<file path="config.mk">
export PLATFORM = sky130hd
export DESIGN_NAME = dual_latch_ctrl
export DESIGN_NICKNAME = d
export VERILOG_FILES = /design/src/rtl/dual_latch_ctrl.sv
export SDC_FILE = /design/constraint.sdc
export NUM_CORES = 1
export LEC_CHECK = 0
export BUFFER_PORTS_ARGS = -buffer_cell sky130_fd_sc_hd__buf_2
export CAP_MARGIN = 25
export CORE_ASPECT_RATIO = 0.5
export CORE_MARGIN = 5
export CORE_UTILIZATION = 45
export CTS_CLUSTER_DIAMETER = 150
export DETAILED_ROUTE_END_ITERATION = 10
export PLACE_DENSITY = 0.73
export SETUP_SLACK_MARGIN = 0.5
export SLEW_MARGIN = 15
export SYNTH_ARGS = -nofsm -noshare
export SYNTH_HDL_FRONTEND = slang
export SYNTH_SLANG_ARGS = --single-unit
</file>
<file path="constraint.sdc">
create_clock -name clk -period 1.8 [get_ports clk]
set_clock_uncertainty 0.15 [all_clocks]
set_input_delay 0.36 -clock clk [delete_from_list [all_inputs] [get_ports clk]]
set_output_delay 0.36 -clock clk [all_outputs]
set_load 0.03 [all_outputs]
</file>
<file path="src/rtl/dual_latch_ctrl.sv">
module dual_latch_ctrl #(
  parameter int CODE_W = 12
) (
  input  logic              clk,
  input  logic              rst_n,
  input  logic              commit,
  input  logic [CODE_W+3:0] word,
  output logic [CODE_W-1:0] latch_a,
  output logic [CODE_W-1:0] latch_b,
  output logic              fast_mode,
  output logic              power_down,
  output logic              update_pulse
);
  localparam int WORD_W = CODE_W + 4;

  logic [CODE_W-1:0] hold_q;
  logic [CODE_W-1:0] next_a, next_b, next_hold;

  wire              sel_a    = word[WORD_W-1];
  wire              speed    = word[WORD_W-2];
  wire              pdn      = word[WORD_W-3];
  wire              buf_only = word[WORD_W-4];
  wire [CODE_W-1:0] code     = word[CODE_W-1:0];

  assign next_a    = (commit && sel_a) ? code : latch_a;
  assign next_hold = (commit && !sel_a) ? code : hold_q;

  always_comb begin
    next_b = latch_b;
    if (commit) begin
      if (sel_a)          next_b = hold_q;
      else if (!buf_only) next_b = code;
    end
  end

  always_ff @(posedge clk or negedge rst_n) begin
    if (!rst_n) begin
      latch_a      <= '0;
      latch_b      <= '0;
      hold_q       <= '0;
      fast_mode    <= 1'b0;
      power_down   <= 1'b0;
      update_pulse <= 1'b0;
    end else begin
      latch_a      <= next_a;
      latch_b      <= next_b;
      hold_q       <= next_hold;
      update_pulse <= (next_a != latch_a) || (next_b != latch_b);
      if (commit) begin
        fast_mode  <= speed;
        power_down <= pdn;
      end
    end
  end
endmodule

</file>
==> results.yml, run 1 <==
floorplan:
  io_pins: 46
  num_rows: 17
  dieArea_um2: 5910
  core_um2: 4320
  die_w_um: 104
  die_y_um: 56.9
  start_util: 0.459
logic_synthesis:
  synth_enable_flop_cells: 0
  synth_ff_type: "dfrtp_1"
  syn_nets: 207
  syn-instance-count: 188
  synth-seq-cells: 39
  synth.avg_cell_area_um2: 10.5
  postSynth.asyncResetShare: 1.00
  seq_area_frac_synth: 0.492
  yosysWarnings: 0
  ys_types: 31
  syn_area_um2: 1980
timing:
  slew_headroom: 0.790
  maxSlewViolCount: 0
  worst_pin_slew_ns: 0.314
  max_freq_ghz: 0.574
  rsz0062_at_grt: "true"
  setup_violations: 0
  finalCriticalPeriod_ns: 1.74
  period_share: 0.968
  hold_viol: 0
  setup_tns_ns: 0
  hold-worst-slack_ns: 0.154
global_routing:
  grt_pass1_vias: 1798
  grt_overflow_total: 0
  antenna_found_initial: 0
  gr-usage-all-layers: 0.182
  grt_pass1_wl_um: 8720
  grt_max_degree: 21
routing:
  drtPass1Iterations: 4
  vias: 1749
  viasPerCell: 5.59
  drt-total-wl_um: 5400
  ant_nets: 0
  wire_per_inst_um: 17.3
  drc: 0
  first_iter_violations: 93
clocking:
  cts_max_level: 2
  cts_tree: "done"
  cts_sinks: 39
  cts_buffers: 5
  clock_latency_ns: 0.29
  clockRootBuffer: "clkbuf_8"
  clk_pin_slew_worst_paths_ns: 0.08
  clockBufferDepth: 2
power_and_ir_drop:
  power_w: 0.00259
  pwr_density_cell_nw_per_um2: 966
  power_leakage_nw: 1.27
  vdd_ir_drop_max_mv: 0.507
finish:
  n_fill_cell: 330
  multi_input_area_um2: 917
  regArea_um2: 986
  fin_nets: 274
  areaGrowthSynthToFinish_pct: 35.4
  drive_above_1_share: 0.402
  diodes: 0
worst_setup_path:
  required_ns: 1.82
  worstPathMaxFanout: 4
  slowest_delay_ns: 0.44
  path_cells: "xor2_1, a2111o_1, nor4_2, o22ai_1, o31a_1"
  crit_family: "compound AO/OA/AOI/OAI gates"
  critPathSlowestCell: "dfrtp_2"
  worstSetupEndpointType: "flip-flop"
  critical_path_class: "reg -> reg"
  start_kind: "flip-flop"
  crit_buf_inv: 0
  arrival_ns: 1.77
worst_hold_path:
  hold_class: "in -> reg"
placed_design:
  io_buffer_count: 45
  place_congestion: 0.879
  hpwlAfterDp_um: 3870
run:
  max_cap_violations: 0
status:
  outcome: "finished, final reports clean"
-- report_power, final --
group | switching [W] | leakage (nW) | internal (W)
clock | 0.000315 | 0.0412 | 0.000271
sequential | 0.000140 | 0.457 | 0.00100
combinational | 0.000462 | 0.768 | 0.000402
-- worst register-to-register path, cell delays in order, from the launching register on --
cell and delay, ns:
dfrtp_2 0.44, xor2_1 0.15, a2111o_1 0.41, nor4_2 0.14, o22ai_1 0.09, o31a_1 0.24
-- state kept, by name (all words and copies together) (netlist names) --
name and count:
update_pulse 1, latch_a 12, fast_mode 1, power_down 1, latch_b 12, hold_q 12
-- timing repair --
item / in CTS / in global routing
gates resized for setup: 45 / 12
hold endpoints to repair: 19 / 0
pin swaps: 0 / 0
gates cloned: 0 / 0
endpoints found under the setup margin: 29 / 38
buffers inserted: 6 / 1
hold buffers: 1 / 0
-- metal layers --
metal | vias to the layer above | track usage | share of wire
li1 | 804 | - | -
met1 | 878 | 0.232 | 0.44
met2 | 61 | 0.306 | 0.50
met3 | 6 | 0.0436 | 0.050
met4 | 0 | 0.0646 | 0.011
met5 | - | 0 | 0
-- layout make-up --
type | count | share of cell area
clock buffer | 6 | 0.0271
inverter | 17 | 0.0243
tap | 57 | 0.0266
multi-input combinational | 125 | 0.342
clock inverter | 2 | 0.00466
timing repair buffer | 67 | 0.208
sequential | 39 | 0.368
-- layout by cell type, fill, tap and decap left out, types with 4 or more instances in the layout --
cell type  count
a22o_1         5
a22oi_1       12
buf_2         17
buf_4         25
buf_6         22
clkbuf_8       5
dfrtp_1       31
dfrtp_2        8
inv_1         16
mux2_2        14
nand2_1       17
nor2b_1        4
o21ai_0       19
o22ai_1       11
xor2_1        20
-- path summary, 6_finish.rpt --
| path | start | end | slack [ns] | depth (start not counted) |
|---|---|---|---|---|
| max in group asynchronous | rst_n | latch_b[4]$_DFF_PN0_ | 0.72 | 3 |
| worst max-delay path | latch_b[4]$_DFF_PN0_ | update_pulse$_DFF_PN0_ | 0.06 | 5 |
| min in group asynchronous | rst_n | fast_mode$_DFFE_PN0P_ | 0.37 | 2 |
| worst min-delay path | word[14] | fast_mode$_DFFE_PN0P_ | 0.15 | 2 |
| worst min register to register | hold_q[4]$_DFFE_PN0P_ | hold_q[4]$_DFFE_PN0P_ | 0.39 | 2 |
| worst max register to register | latch_b[4]$_DFF_PN0_ | update_pulse$_DFF_PN0_ | 0.06 | 5 |
-- cells by family (layout without fill, tap and decap cells) --
kind of cell,count (synthesis),in the layout,share of synthesized area
AO/OA/AOI/OAI,55,55,0.188
XOR/XNOR,22,22,0.0972
buffers and inverters,24,92,0.0562
flip-flops,39,39,0.492
multiplexers,14,14,0.0795
AND/OR/NAND/NOR,34,34,0.0865
-- synthesized netlist by cell type (3+ instances only) --
library cell | n | area [µm²]
mux2_2 | 14 | 158
clkbuf_1 | 3 | 11.3
a22o_1 | 5 | 43.8
o22ai_1 | 11 | 68.8
nand2_1 | 18 | 67.6
dfrtp_1 | 39 | 976
xor2_1 | 20 | 175
nor2b_1 | 4 | 25.0
a22oi_1 | 12 | 90.1
inv_1 | 16 | 60.1
o21ai_0 | 20 | 100
-- per-stage QoR --
| step | utilization | cells | area [µm²] | setup slack, ns |
|---|---|---|---|---|
| after floorplan | - | 188 | 2010 | 0.0667 |
| after global placement | 0.547 | 297 | 2360 | 0.0409 |
| after detailed placement | 0.547 | 297 | 2360 | 0.00147 |
| after CTS | 0.611 | 312 | 2640 | 0.0559 |
| after global routing | 0.621 | 313 | 2680 | 0.0169 |
| final | 0.621 | 313 | 2680 | 0.0577 |
(Power assumes the default switching activity.)
==> run 2: changes to the inputs <==
--- a/config.mk
+++ b/config.mk
@@ -11,7 +11,9 @@
 export CORE_MARGIN = 5
 export CORE_UTILIZATION = 45
 export CTS_CLUSTER_DIAMETER = 150
+export CTS_CLUSTER_SIZE = 10
 export DETAILED_ROUTE_END_ITERATION = 10
+export MAX_ROUTING_LAYER = met4
 export PLACE_DENSITY = 0.73
 export SETUP_SLACK_MARGIN = 0.5
 export SLEW_MARGIN = 15
==> results.yml, run 2 (synthesis results as in run 1) <==
status:
  outcome: "finished, final reports clean"
worst_hold_path:
  hold_start: "word[14]"
  whs_path_depth: 2
  hold_class: "in -> reg"
  min_to: "fast_mode$_DFFE_PN0P_"
worst_setup_path:
  critPathSlowestCell: "dfrtp_2"
  path_cells: "xor2_1, a2111o_1, nor4_2, o22ai_1, o31a_1"
  start_kind: "flip-flop"
  r2r_slack_ns: 0.06
  worstSetupEndpointType: "flip-flop"
  arrival_ns: 1.77
  r2r_end: "update_pulse$_DFF_PN0_"
  slowest_delay_ns: 0.44
  r2r_start: "latch_b[4]$_DFF_PN0_"
  worstPathMaxFanout: 4
  worst-r2r-cell-count: 5
  critical_path_class: "reg -> reg"
  required_ns: 1.83
finish:
  fin_area_um2: 2680
  fin_nets: 274
  diodes: 0
  layout_commonest_cell: "dfrtp_1"
  areaGrowthSynthToFinish_pct: 35.4
  reg_top3: "hold_q x12, latch_a x12, latch_b x12"
  n_fill_cell: 330
  mostFrequentLayoutCells: "dfrtp_1, buf_4, buf_6"
  drive_above_1_share: 0.402
power_and_ir_drop:
  p_comb_frac: 0.334
  pwr_density_cell_nw_per_um2: 965
  pwr-share-seq: 0.441
  vdd_ir_drop_max_mv: 0.505
  p_clk_frac: 0.225
  switching_share: 0.353
  p_int_w: 0.00168
  power_leakage_nw: 1.27
  p_sw_w: 0.000913
floorplan:
  start_util: 0.459
  die_y_um: 56.9
  core_um2: 4320
  io_pins: 46
  num_rows: 17
  die_w_um: 104
  dieArea_um2: 5910
global_routing:
  grt_max_degree: 21
  grt_overflow_total: 0
  grt_pass1_vias: 1789
  antenna_found_initial: 0
  gr-usage-all-layers: 0.189
  grt_pass1_wl_um: 8760
timing:
  setup_violations: 0
  slew_headroom: 0.787
  rsz0062_at_grt: "true"
  hold_viol: 0
  worst_pin_slew_ns: 0.319
  finalCriticalPeriod_ns: 1.74
  max_freq_ghz: 0.574
  maxSlewViolCount: 0
  setup_tns_ns: 0
  period_share: 0.969
clocking:
  clockRootBuffer: "clkbuf_8"
  cts_max_level: 2
  clockBufferDepth: 2
  clock_latency_ns: 0.29
  cts_sinks: 39
  cts_buffers: 5
  cts_tree: "done"
  clk_pin_slew_worst_paths_ns: 0.08
placed_design:
  io_buffer_count: 45
  hpwlAfterDp_um: 3870
  place_area_um2: 2360
  place_congestion: 0.893
routing:
  drt-total-wl_um: 5410
  wire_per_inst_um: 17.3
  first_iter_violations: 120
  viasPerCell: 5.57
  drtPass1Iterations: 5
  drc: 0
  ant_nets: 0
  vias: 1743
run:
  max_cap_violations: 0
[run 2: area by class of cell]
type | instances | area, µm² | share of cell area
Clock inverter | 2 | 12.5 | 0.00466
Timing Repair Buffer | 67 | 558 | 0.208
Sequential cell | 39 | 986 | 0.368
Inverter | 17 | 65.1 | 0.0243
Tap cell | 57 | 71.3 | 0.0266
Multi-Input combinational cell | 125 | 917 | 0.342
Clock buffer | 6 | 72.6 | 0.0271
[run 2: critical path, delay by kind of cell (launching register included)]
| kind | cells | cell delay (ns) |
|---|---|---|
| AOI/OAI and AO/OA | 3 | 0.74 |
| DFF | 1 | 0.44 |
| xor gates and xnor gates | 1 | 0.15 |
| and+or+nand+nor | 1 | 0.14 |
[run 2: metrics by stage]
stage / util / total power, W / std cells / hold slack, ns / setup WS [ns]
2_1_floorplan: - / 0.00160 / 188 / -0.0856 / 0.0667
3_3_place_gp: 0.547 / 0.00184 / 297 / 0.180 / 0.0409
3_5_place_dp: 0.547 / 0.00186 / 297 / 0.191 / 0.00147
4_1_cts: 0.611 / 0.00256 / 312 / 0.151 / 0.0559
5_1_grt: 0.621 / 0.00271 / 313 / 0.147 / 0.0171
6_report: 0.621 / 0.00259 / 313 / 0.154 / 0.0567
[run 2: power by group through the flow]
stage / Combinational, W / Clock [W] / Sequential [W]
after global placement: 0.000712 / 0 / 0.00113
final: 0.000864 / 0.000584 / 0.00114
after floorplan: 0.000304 / 0 / 0.00129
after CTS: 0.000836 / 0.000590 / 0.00113
after detailed placement: 0.000718 / 0 / 0.00114
after global routing: 0.000923 / 0.000624 / 0.00116
[run 2: timing repair]
item,CTS,global route
buffers inserted,6,1
endpoints found under the hold margin,19,0
endpoints found under the setup margin,29,41
hold buffers,1,0
pin swaps,0,0
gates resized for setup,45,12
[run 2: worst max path at each step]
stage,from,to,slack [ns],cells past startpoint
detailed placement,word[4],update_pulse$_DFF_PN0_,0.001,6
floorplan,latch_b[4]$_DFF_PN0_,update_pulse$_DFF_PN0_,0.07,5
CTS,latch_b[4]$_DFF_PN0_,update_pulse$_DFF_PN0_,0.06,5
global placement,word[4],update_pulse$_DFF_PN0_,0.04,6
finish,latch_b[4]$_DFF_PN0_,update_pulse$_DFF_PN0_,0.06,5
global route,latch_b[4]$_DFF_PN0_,update_pulse$_DFF_PN0_,0.02,5
[run 2: layer usage]
layer,vias up,track usage,share of wire
met5,-,-,0
li1,803,-,-
met3,8,0.0459,0.061
met2,63,0.306,0.49
met4,0,0.0646,0.015
met1,869,0.235,0.43
==> run 3: changes to the inputs <==
--- a/config.mk
+++ b/config.mk
@@ -7,7 +7,7 @@
 export LEC_CHECK = 0
 export BUFFER_PORTS_ARGS = -buffer_cell sky130_fd_sc_hd__buf_2
 export CAP_MARGIN = 25
-export CORE_ASPECT_RATIO = 0.5
+export CORE_ASPECT_RATIO = 1.2
 export CORE_MARGIN = 5
 export CORE_UTILIZATION = 45
 export CTS_CLUSTER_DIAMETER = 150
==> results.yml, run 3 (synthesis results as in run 1) <==
status:
  outcome: "complete, but fails checks"
  violations: "negative setup slack"
timing:
  rsz0062_at_grt: "true"
  setup_tns_ns: -0.00981
  slew_headroom: 0.745
  fin_ws_ns: -0.00981
  hold_viol: 0
  hold-worst-slack_ns: 0.143
  maxSlewViolCount: 0
  max_freq_ghz: 0.553
  period_share: 1.01
  finalCriticalPeriod_ns: 1.81
  setup_violations: 1
  worst_pin_slew_ns: 0.379
placed_design:
  placed_cells: 292
  pre_cts_ws_ns: -0.0672
  io_buffer_count: 45
  hpwlAfterDp_um: 3610
  place_congestion: 0.846
worst_setup_path:
  crit_family: "compound AO/OA/AOI/OAI gates"
  slowest_delay_ns: 0.43
  crit_buf_inv: 0
  start_kind: "flip-flop"
  path_cells: "xor2_1, a2111o_1, nor4_2, o22ai_1, o31a_1"
  worstSetupEndpointType: "flip-flop"
  arrival_ns: 1.84
  required_ns: 1.83
  critical_path_class: "reg -> reg"
  worstPathMaxFanout: 3
  critPathSlowestCell: "dfrtp_2"
worst_hold_path:
  hold_class: "in -> reg"
global_routing:
  use_met2: 0.322
  grt_overflow_total: 0
  grt-busiest-layer: "met2"
  gr-usage-all-layers: 0.193
  antenna_found_initial: 0
  grt_pass1_wl_um: 8350
  grt_use_met3: 0.0375
  grt_pass1_vias: 1652
  grt_max_degree: 40
  use_met1: 0.236
clocking:
  clk_pin_slew_worst_paths_ns: 0.08
  clockRootBuffer: "clkbuf_8"
  cts_buffers: 5
  cts_max_level: 2
  cts_tree: "done"
  cts_sinks: 39
  clockBufferDepth: 2
  clock_latency_ns: 0.29
finish:
  multi_input_area_um2: 912
  mostFrequentLayoutCells: "buf_6, dfrtp_1, xor2_1"
  layout_commonest_cell: "buf_6"
  areaGrowthSynthToFinish_pct: 36.0
  diodes: 0
  final_cells: 310
  regArea_um2: 987
  fin_nets: 272
  reg_top3: "hold_q x12, latch_a x12, latch_b x12"
  n_fill_cell: 349
  drive_above_1_share: 0.402
floorplan:
  core_um2: 4260
  dieArea_um2: 5840
  num_rows: 26
  die_w_um: 70.6
  die_y_um: 82.7
  start_util: 0.465
  io_pins: 46
power_and_ir_drop:
  power_leakage_nw: 1.27
  pwr_density_cell_nw_per_um2: 988
  vdd_ir_drop_max_mv: 0.473
routing:
  drt-total-wl_um: 5170
  ant_nets: 0
  drtPass1Iterations: 4
  vias: 1688
  first_iter_violations: 144
  drc: 0
  wire_per_inst_um: 16.7
  viasPerCell: 5.45
run:
  max_cap_violations: 0
[run 3: cell types whose count changed in the layout (fill, tap and decap cells not counted), sizes merged]
cell      delta
buf          -1
clkinvlp     -1
clkbuf       +1
clkinv       -1
[run 3: per-layer routing]
metal	vias to the layer above	wire, µm
li1	801	-
met1	816	2230
met2	56	2570
met3	15	230
met4	0	133
met5	-	0
[run 3: final cells by class]
class | count | share of cell area
timing repair buffer | 65 | 0.208
tap | 56 | 0.0260
multi-input combinational | 125 | 0.338
clock buffer | 8 | 0.0371
inverter | 17 | 0.0241
sequential | 39 | 0.366
[run 3: final timing paths]
| kind | startpoint | endpoint | slack [ns] | cells past startpoint |
|---|---|---|---|---|
| setup reg to reg | latch_b[4]$_DFF_PN0_ | update_pulse$_DFF_PN0_ | -0.01 | 5 |
| hold / removal | word[13] | power_down$_DFFE_PN0P_ | 0.14 | 2 |
| min in group asynchronous | rst_n | fast_mode$_DFFE_PN0P_ | 0.43 | 3 |
| setup / recovery | latch_b[4]$_DFF_PN0_ | update_pulse$_DFF_PN0_ | -0.01 | 5 |
| max in group asynchronous | rst_n | latch_b[4]$_DFF_PN0_ | 0.75 | 3 |
| hold reg to reg | hold_q[10]$_DFFE_PN0P_ | hold_q[10]$_DFFE_PN0P_ | 0.39 | 2 |
[run 3: per-stage QoR]
| stage | instance area, µm² | power [W] | util |
|---|---|---|---|
| floorplan | 2010 | 0.00160 | - |
| global placement | 2320 | 0.00183 | 0.544 |
| global route | 2700 | 0.00280 | 0.633 |
| detailed placement | 2320 | 0.00184 | 0.544 |
| finish | 2700 | 0.00266 | 0.633 |
| CTS | 2610 | 0.00261 | 0.612 |
[run 3: worst reg2reg max path, cell delays in order, from the launching register on]
cell,delay [ns]
dfrtp_2,0.43
xor2_1,0.15
a2111o_1,0.42
nor4_2,0.19
o22ai_1,0.12
o31a_1,0.24
[run 3: report_power, final]
part	total (W)	switching (W)	internal, W
Sequential	0.00114	0.000140	0.00100
Clock	0.000651	0.000301	0.000350
Combinational	0.000870	0.000455	0.000415
[run 3: repair_timing]
item / 4_1_cts / 5_1_grt
resized for setup: 47 / 19
hold buffers: 1 / 0
hold endpoints to repair: 39 / 0
endpoints found under the setup margin: 28 / 32
buffers inserted: 5 / 4
